$ cat config.mk
export PLATFORM = sky130hd
export DESIGN_NAME = lock_reset_gen
export DESIGN_NICKNAME = d
export VERILOG_FILES = /design/src/rtl/lock_reset_gen.sv
export SDC_FILE = /design/constraint.sdc
export NUM_CORES = 1
export LEC_CHECK = 0
export ABC_AREA = 1
export BUFFER_PORTS_ARGS = -buffer_cell sky130_fd_sc_hd__buf_2
export CAP_MARGIN = 20
export CORE_AREA = 2 2 39 41
export CTS_CLUSTER_DIAMETER = 80
export DETAILED_ROUTE_END_ITERATION = 6
export DIE_AREA = 0 0 41 43
export SYNTH_ARGS = -nofsm -noshare
export SYNTH_HDL_FRONTEND = slang
export SYNTH_SLANG_ARGS = --single-unit
export TNS_END_PERCENT = 30
$ cat constraint.sdc
create_clock -name clk -period 1.8 [get_ports clk]
set_input_delay 0.36 -clock clk [delete_from_list [all_inputs] [get_ports clk]]
set_output_delay 0.36 -clock clk [all_outputs]
set_load 0.1 [all_outputs]
$ cat src/rtl/lock_reset_gen.sv
module lock_reset_gen #(
  parameter int LOCK_CYCLES = 1000,
  parameter int STAGES      = 3,
  parameter int COPIES      = 1,
  parameter bit ACTIVE_LOW  = 1'b0
) (
  input  logic              clk,
  input  logic              por_i,
  input  logic              lock_raw,
  output logic [COPIES-1:0] rst_o
);
  localparam int CW = $clog2(LOCK_CYCLES + 1);
  localparam logic [CW-1:0] TERM = CW'(LOCK_CYCLES);

  logic            boot_q = 1'b1;
  logic            clr;
  logic [CW-1:0]   cnt;
  logic            qual;
  logic [STAGES-2:0] chain;
  logic [STAGES-1:0] src;
  logic [COPIES-1:0] rel;

  always_ff @(posedge clk) boot_q <= 1'b0;

  assign clr = ~lock_raw | por_i | boot_q;

  always_ff @(posedge clk or posedge clr)
    if (clr)              cnt <= '0;
    else if (cnt != TERM) cnt <= cnt + 1'b1;

  assign qual = (cnt == TERM) & lock_raw;
  assign src  = {chain, qual};

  for (genvar i = 0; i < STAGES - 1; i++) begin : g_stage
    always_ff @(posedge clk or posedge clr)
      if (clr) chain[i] <= 1'b0;
      else     chain[i] <= src[i];
  end

  for (genvar c = 0; c < COPIES; c++) begin : g_copy
    always_ff @(posedge clk or posedge clr)
      if (clr) rel[c] <= 1'b0;
      else     rel[c] <= src[STAGES-1];
  end

  if (ACTIVE_LOW) begin : g_low
    assign rst_o = rel;
  end else begin : g_high
    assign rst_o = ~rel;
  end
endmodule


---- Word level (Yosys, flattened, before mapping) ----
Index checks and enable logic that the tools add are counted.
word-level totals
  register bits after elaboration ......... 13
  bits of input ports ..................... 3
  output and inout port bits .............. 1
cells by class
  add/subtract/negate cells ............... 1
  equal/unequal tests ..................... 2
  bitwise logic cells ..................... 4
operator list
  kind                                           number
  adder 10 x 1 -> 10 bit, second input constant  1
  == test 10 bit, second input constant          1
  != test 10 bit, second input constant          1
  inverter 1 bit                                 2
  bitwise AND 1 bit                              1
  bitwise OR 1 bit                               1

---- Logic depth before layout (Yosys ltp) ----
Gate-level depths: netlist of run 1.
  depth after elaboration ................. 2
  depth in mapped cells ................... 7
  mapped depth without buffers ............ 7

---- Worst setup path after synthesis of run 1 ----
No wires, ideal clock.
  kind .................................... reg2out
  start ................................... register rel
  end ..................................... output port rst_o
  arrival time ............................ 926 ps
  required time ........................... 1,440 ps
  slack ................................... 514 ps
  stages on the path, launching flop included .. 2
  buffers on the path ..................... 0
  cell sequence ........................... dfrtp_1 > inv_1
on the way
  cells in the longest elaborated chain, start to end .. 1
ends and longest elaborated chain
  what                             line  RTL
  start, declared                  21    logic [COPIES-1:0] rel;
  start signal, assigned by index  43    else rel[c] <= src[STAGES-1];
  inverter 1 bit                   49    assign rst_o = ~rel;
  end, declared                    10    output logic [COPIES-1:0] rst_o
No other way between the ends.

---- Final worst setup path of run 1 ----
Same ends and word-level chain as after synthesis.

==> results of run 1 <==
path summary, 6_finish.rpt:
kind / slack, ps / startpoint / endpoint
min in group clk: 310 / lock_raw / chain[0]
max reg2reg: 520 / cnt[0] / cnt[1]
min reg2reg: 350 / chain[0] / chain[1]
max in group asynchronous: 1190 / por_i / chain[1]
max: 350 / rel / rst_o
min: 120 / lock_raw / cnt[9]
layout by cell type, fill, tap and decap left out:
cell type	netlist	routed
nand2_1	22	22
buf_4	0	1
nand3b_1	4	4
nor2_4	2	2
buf_2	0	3
nor2_1	5	5
clkbuf_4	0	3
clkbuf_1	0	1
inv_1	11	11
nor2_2	1	1
nand3_2	1	1
dfrtp_1	13	13
nand3_1	5	5
xor2_1	5	5
ha_1	2	2
worst max-delay path, stage by stage (launching register included):
cell     delay [ps]
dfrtp_1         370
inv_1            40
buf_2           410
layout make-up:
| type | count | area [µm²] |
|---|---|---|
| clock buffer | 4 | 26.3 |
| inverter | 11 | 41.3 |
| sequential | 13 | 325 |
| timing repair buffer | 4 | 22.5 |
| tap | 16 | 20.0 |
| fill | 137 | 684 |
| multi-input combinational | 47 | 264 |
sequential cells by signal (all words and copies together) (netlist names):
signal / flops
chain: 2
rel: 1
cnt: 10
stage by stage:
stage          power, µW  worst slack (ps)  area (µm²)
5_1_grt              503               272         699
4_1_cts              491               341         699
2_1_floorplan        303               514         631
3_3_place_gp         308               573         673
6_report             480               351         699
3_5_place_dp         308               522         673
power groups by stage:
stage	clock network (µW)	registers [µW]	logic (µW)
after detailed placement	0	298	10.7
final	178	292	9.97
after global placement	0	298	10.5
after global routing	199	292	12.4
after CTS	189	292	10.7
after floorplan	0	298	5.16
logic make-up (layout without fill, tap and decap cells):
kind of cell  count (synthesis)  after routing  share of synthesized area [%]
buf+inv                      11             19                           6.55
simple gates                 40             40                           31.0
xor+xnor                      5              5                           6.94
flops                        13             13                           51.6
fa+ha+maj                     2              2                           3.97
routing by layer:
layer | track usage [%] | share of wire, % | up-vias | wire length [µm]
met5 | 0 | 0 | - | 0
met4 | 10.0 | 2.4 | 0 | 22
met3 | 3.14 | 3.6 | 2 | 34
met2 | 19.7 | 44 | 6 | 410
met1 | 17.5 | 50 | 194 | 468
li1 | - | - | 232 | -
==> flow_results.org, run 1 <==
** Floorplan
- Placeable Area :: 0.00138 mm²
- Std cell rows :: 14
- The die is 41 µm wide.
- Once the floorplan was initialized, standard cells occupied a little under half of the core.
- Die footprint :: between 0.0015 and 0.002 mm²
- The floorplan step set the die height to 43 µm.
- In this run the count of I/O pins placed on the die edge is 4.

** Yosys
- Commonest cells in the netlist :: nand2_1, dfrtp_1, inv_1
- Yosys printed 0 warnings.
- Largest cells by area after synthesis :: dfrtp_1, nand2_1, xor2_1
- For this run, the leading register cell type out of synthesis is dfrtp_1.
- Count of flip-flops with a built-in enable after synthesis :: 0
- Counting every instance in the synthesized netlist gives 71.
- Cell area after synthesis :: 631 µm²
- Portion of synthesized cell area occupied by the leading cell type :: about half
- Async set-or-reset flop fraction in the synthesized netlist :: 100%
- Sequential element share of the synthesized area :: 51.6%
- The synthesized design contains 13 register bits.
- By instance count, the leading cell after synthesis is nand2_1.
- The number of nets in the synthesized netlist is 76.
- Mean Syn Cell Area :: 8.88 µm²
- Of all cell types, the one taking the most synthesized area is dfrtp_1.
- Number of library cell types mapped by synthesis :: 11

** STA
- Crit path time final :: about 1400 ps
- Count of final setup violators :: 0
- The worst pin sits at a relative slew slack of 67.3%.
- The number of pins exceeding their max-slew limit in the final report was 0.
- Timing would allow up to approximately 690 MHz.
- Worst slew pin tran :: 489 ps
- Fin. Hold Viols :: 0
- Worst slack on hold paths :: around 120 ps
- Adding up every negative setup slack in the final design gives 0 ps.
- The worst path uses 80.5% of the clock period.
- Setup repair after global routing left no endpoint under its margin.
- Across the routed clock network, the largest skew measured is 0.978 ps.

** Run
- Number of maximum-capacitance violations :: 0

** Pwr
- Worst-case vdd ir drop :: 0.475 mV
- Power spread over the standard cell area amounts to between 600 and 700 mW/mm².
- Psw :: ~99 µW
- In this run, flip-flops and latches consume 60.8% of the power.
- Internal power comes to 381 µW.
- Of the total power, the share spent switching nets is 20.6%.
- Combinational cells account for 2.1% of the total power.
- Leakage power of the design :: 0.000349 µW
- The clock network accounts for between 30% and 40% of the total power.

** Detailed routing
- TritonRoute pass-1 iters :: 4
- Vias :: 434
- Via count normalized by instance count :: roughly 4.6
- Routed length per placed instance :: 9.84 µm
- Wire length after detailed routing :: 935 µm
- In this run the remaining antenna-violating nets after routing total 0.
- DRC violation count after routing :: 0
- Initial detailed-routing violation count :: 12

** Clocking
- Maximum level of the CTS H-tree :: 1
- TritonCTS Buffers :: 3
- Buffers from clock root to sink, at most :: 2
- Clock latency on the worst-skew pair, taken at its later pin, is approximately 270 ps.
- The number of hold buffers added after CTS was 0.
- Post-CTS setup repair buffer count :: 0
- In this run the clock root is driven by a clkbuf_4.
- TritonCTS built the clock tree.
- In this run, post-CTS repair resized a total of 0 instances.
- After clock tree synthesis, the clock-pin slew on the worst setup and hold paths is 80 ps.
- Clock tree synthesis found a total of 13 sinks.

** GRT
- The number of global-route vias before repair came to 402.
- Number of antenna violations at the first check in global routing :: 0
- Largest net degree at the start of global routing :: 9
- Total Routing Usage GR :: 13.8%
- First-pass GRT wire length :: 1600 µm
- Total congestion overflow :: 0

** Cells and area
- Area growth from synthesis to layout :: 10.9%
- The net count of the finished layout is 85.
- ANT cells :: 0
- In the final layout, the share of cells above drive strength 1 is 13.9%.
- Final core area utilization :: about half
- Fin cells :: 95

** Setup path
- Required time of the critical path :: 1440 ps
- Number of cell instances on the worst register-to-register path :: 7
- For the worst setup path, the data arrival time is 1090 ps.
- Maximum net fanout on the critical path :: 1
- The worst setup path is captured at an output port.
- The worst setup path is of the reg -> out kind.
- STA classifies the critical path startpoint as a register.

** Placement
- Placer's final routability congestion estimate :: about 0.76
- Port buffering added 3 buffers.
- Placed cell count :: between 90 and 100
- Post-detail-place hpwl :: 750 µm

** Outcome
- The run finished with clean final reports.

** Hold path
- The worst hold path belongs to the class in -> async.
(Power assumes the default switching activity.)
==> run 2, diff against run 1 <==
--- a/config.mk
+++ b/config.mk
@@ -12,6 +12,7 @@
 export CTS_CLUSTER_DIAMETER = 80
 export DETAILED_ROUTE_END_ITERATION = 6
 export DIE_AREA = 0 0 41 43
+export PLACE_DENSITY = 0.67
 export SYNTH_ARGS = -nofsm -noshare
 export SYNTH_HDL_FRONTEND = slang
 export SYNTH_SLANG_ARGS = --single-unit
==> constraint.sdc (replaced) <==
create_clock -name clk -period 1.21 [get_ports clk]
set_input_delay 0.242 -clock clk [delete_from_list [all_inputs] [get_ports clk]]
set_output_delay 0.242 -clock clk [all_outputs]
set_load 0.1 [all_outputs]
==> run 2 against run 1 <==
Against the previous run: register-to-register slack lost 490 ps; worst setup slack lost 320 ps; first-iteration DRC count shrank 42%; clock skew grew 4.1 ps; global-route usage grew 3.4 points; utilization grew 8.6 points; largest power group unchanged; combinational power grew 79%; sequential power grew 49%; sequential share of layout area shrank 6.5 points; wire length grew 32%; total power grew 52%; worst hold slack lost 110 ps.
==> flow_results.org, run 2 (synthesized netlist as in run 1, its figures left out) <==
** Outcome
- The flow ran to the end, and the final reports show no timing, DRC or antenna violations.

** STA
- Setup clock skew after layout :: 5.04 ps (+4.06 ps)
- The slack of the critical path was 32.4 ps (-319 ps).
- The worst path in the final design needs a cycle of 1180 ps, including I/O delays and setup.
- The smallest hold slack is 18.5 ps (-106 ps).
- The number of pins exceeding their max-slew limit in the final report was 0 (unchanged).
- Count of final setup violators :: 0 (unchanged)
- Unrepaired setup endpoints after global routing :: true
- Final period util :: 97.3%
- The worst slew margin relative to its limit is 81.9% (+15 points).
- FMAX :: 849 MHz
- The worst-margin pin slew was 271 ps (-218 ps).
- The final number of hold-violating endpoints is 0 (unchanged).

** Clocking
- The number of clock sinks is 13 (unchanged).
- Clock transition at the registers of the reported paths :: 80 ps (about the same)
- The H-tree depth was 1 (unchanged).
- TritonCTS Buffers :: 3 (unchanged)
- TritonCTS built the clock tree.
- Cts hold-fix bufs :: 0 (unchanged)
- Worst-skew pair later-pin latency :: 280 ps (about the same)
- The tree is rooted in a clkbuf_4.
- Buffers from clock root to sink, at most :: 2 (unchanged)

** Run
- The number of max-capacitance violations reported came to 0 (unchanged).

** Pwr
- Register share of total power :: 59.6% (-1.2 points)
- Worst-case vdd ir drop :: 0.665 mV (+40%)
- Psw :: 159 µW (+61%)
- Switching share of total power :: 21.8% (+1.2 points)
- The internal power summed over all cells came to 569 µW (+49%).
- PwrDens :: 890 mW/mm² (+30%)
- The clock share of power is 38.0% (+0.9 points).
- The part of the total power dissipated in combinational logic came to 2.4% (+0.3 points).
- The leakage power of the design came to 0.000383 µW (+9.5%).

** Setup path
- The endpoint identified for the worst register-to-register timing path is chain[0].
- The endpoint required time on the critical path was 1420 ps (-20 ps).
- Worst setup slack for register-to-register paths :: 30 ps (-490 ps)
- The maximum fanout encountered on the critical timing path is 4 (+3).
- The worst setup path is of the reg -> reg kind.
- The startpoint identified for the worst register-to-register timing path is cnt[0].
- The worst setup path is captured at a register.
- Data arrival time of the critical path :: 1380 ps (+290 ps)
- The worst reg-to-reg path cell count was 6 (-1).
- The worst setup path is launched from a register.

** GRT
- First-pass GRT wire length :: 1990 µm (+24%)
- Number of global-route vias before repair :: 482 (+20%)
- Largest net degree at the start of global routing :: 9 (unchanged)
- Number of antenna violations at the first check in global routing :: 0 (unchanged)
- Total Routing Usage GR :: 17.3% (+3.4 points)
- Total congestion overflow :: 0 (unchanged)

** Cells and area
- The number of antenna cells inserted was 0 (unchanged).
- Number of flip-flops under the largest register name :: 10 (unchanged)
- The post-layout utilization of the core was 59.1% (+8.6 points).
- In the final layout, the registers with the most flip-flops are cnt x10, chain x2, rel x1.
- Fin cells :: 100 (+5.3%)
- The library cell used most frequently in the layout, excluding fill and tap cells, is nand2_1.
- In the layout the commonest cells are nand2_1, dfrtp_1, inv_1.
- Compared with the post-synthesis result, the final layout area differs by 29.8%.
- cnt holds more flip-flops than any other register.
- Layout cell share with drive strength beyond 1 :: 31.0% (+17 points)
- Total Nets Final :: 90 (+5.9%)

** Detailed routing
- The post-detailed-routing wire length is 1230 µm (+32%).
- The count of TritonRoute iterations in the first routing pass was 4 (unchanged).
- The number of violations reported at the end of detailed-routing iteration 0 came to 7 (-5).
- Routed length per placed instance :: 12.3 µm (+25%)
- The via total after detailed routing was 480 (+11%).
- The number of nets still failing antenna checks after routing came to 0 (unchanged).
- The number of vias per cell came to 4.80 (+5.1%).
- The post-detailed-route DRC marker count is 0 (unchanged).

** Placement
- The number of I/O port buffers came to 3 (unchanged).
- Post-detail-place hpwl :: 782 µm (+4.3%)
- Placer's final routability congestion estimate :: 0.756 (-0.60%)
- The worst slack after detailed placement was -31.5 ps (-553 ps).
- The cell total after placement is 92 (+1.1%).

** Floorplan
- The die width is 41 µm (unchanged).
- The placeable core area is 0.00138 mm² (unchanged).
- Std cell rows :: 14 (unchanged)
- The die footprint came to 0.00176 mm² (unchanged).
- The initial cell density of the core came to 45.6% (unchanged).
- Die Y :: 43 µm (unchanged)
- The I/O pin count was 4 (unchanged).

** Hold path
- The path class of the tightest hold or removal check is in -> async.
==> run 2: power by group through the flow <==
stage	registers, µW	clock network (µW)	logic [µW]
global placement	443	0	17.7
floorplan	443	0	7.68
CTS	434	281	18.2
detailed placement	443	0	18.1
finish	434	276	17.8
global route	434	305	20.6
==> run 2: critical path, cell delays in order (launching register included) <==
cell and delay, ps:
dfrtp_2 450, inv_2 90, ha_4 140, nand3_4 70
nor2_4 130, nand2_2 70, nor2_1 130
==> run 2: worst max-delay path by stage <==
stage / depth (start not counted) / from / slack [ps] / end
after global routing: 6 / cnt[0] / -50 / chain[0]
after detailed placement: 7 / cnt[0] / -30 / cnt[0]
after CTS: 7 / cnt[0] / 4 / cnt[0]
after floorplan: 1 / rel / 40 / rst_o
after global placement: 7 / cnt[0] / -7 / cnt[1]
final: 6 / cnt[0] / 30 / chain[0]
==> run 2: layout make-up <==
type                    instances  area (µm²)
inverters                      11        41.3
well taps                      16        20.0
multi-input cells              47         324
clock buffers                   4        26.3
repair buffers                  9        78.8
fillers                       115         566
flip-flops and latches         13         328
==> run 2: stage by stage <==
stage | total power, µW | TNS, ps | cell area (µm²)
2_1_floorplan | 450 | 0 | 631
3_3_place_gp | 460 | -8.89 | 696
3_5_place_dp | 461 | -54.9 | 696
4_1_cts | 734 | 0 | 732
5_1_grt | 759 | -151 | 818
6_report | 728 | 0 | 818
==> run 2: timing repair <==
action                     4_1_cts  5_1_grt
setup endpoints to repair        3        5
resized for setup                1       15
pin swaps                        0        7
setup buffers                    1        4
==> run 2: layer usage <==
metal | vias to the layer above | track usage, % | routed length [µm]
met5 | - | 0 | 0
met4 | 0 | 10.0 | 29
met3 | 4 | 6.28 | 28
met2 | 5 | 24.1 | 660
met1 | 231 | 22.1 | 513
li1 | 240 | - | -
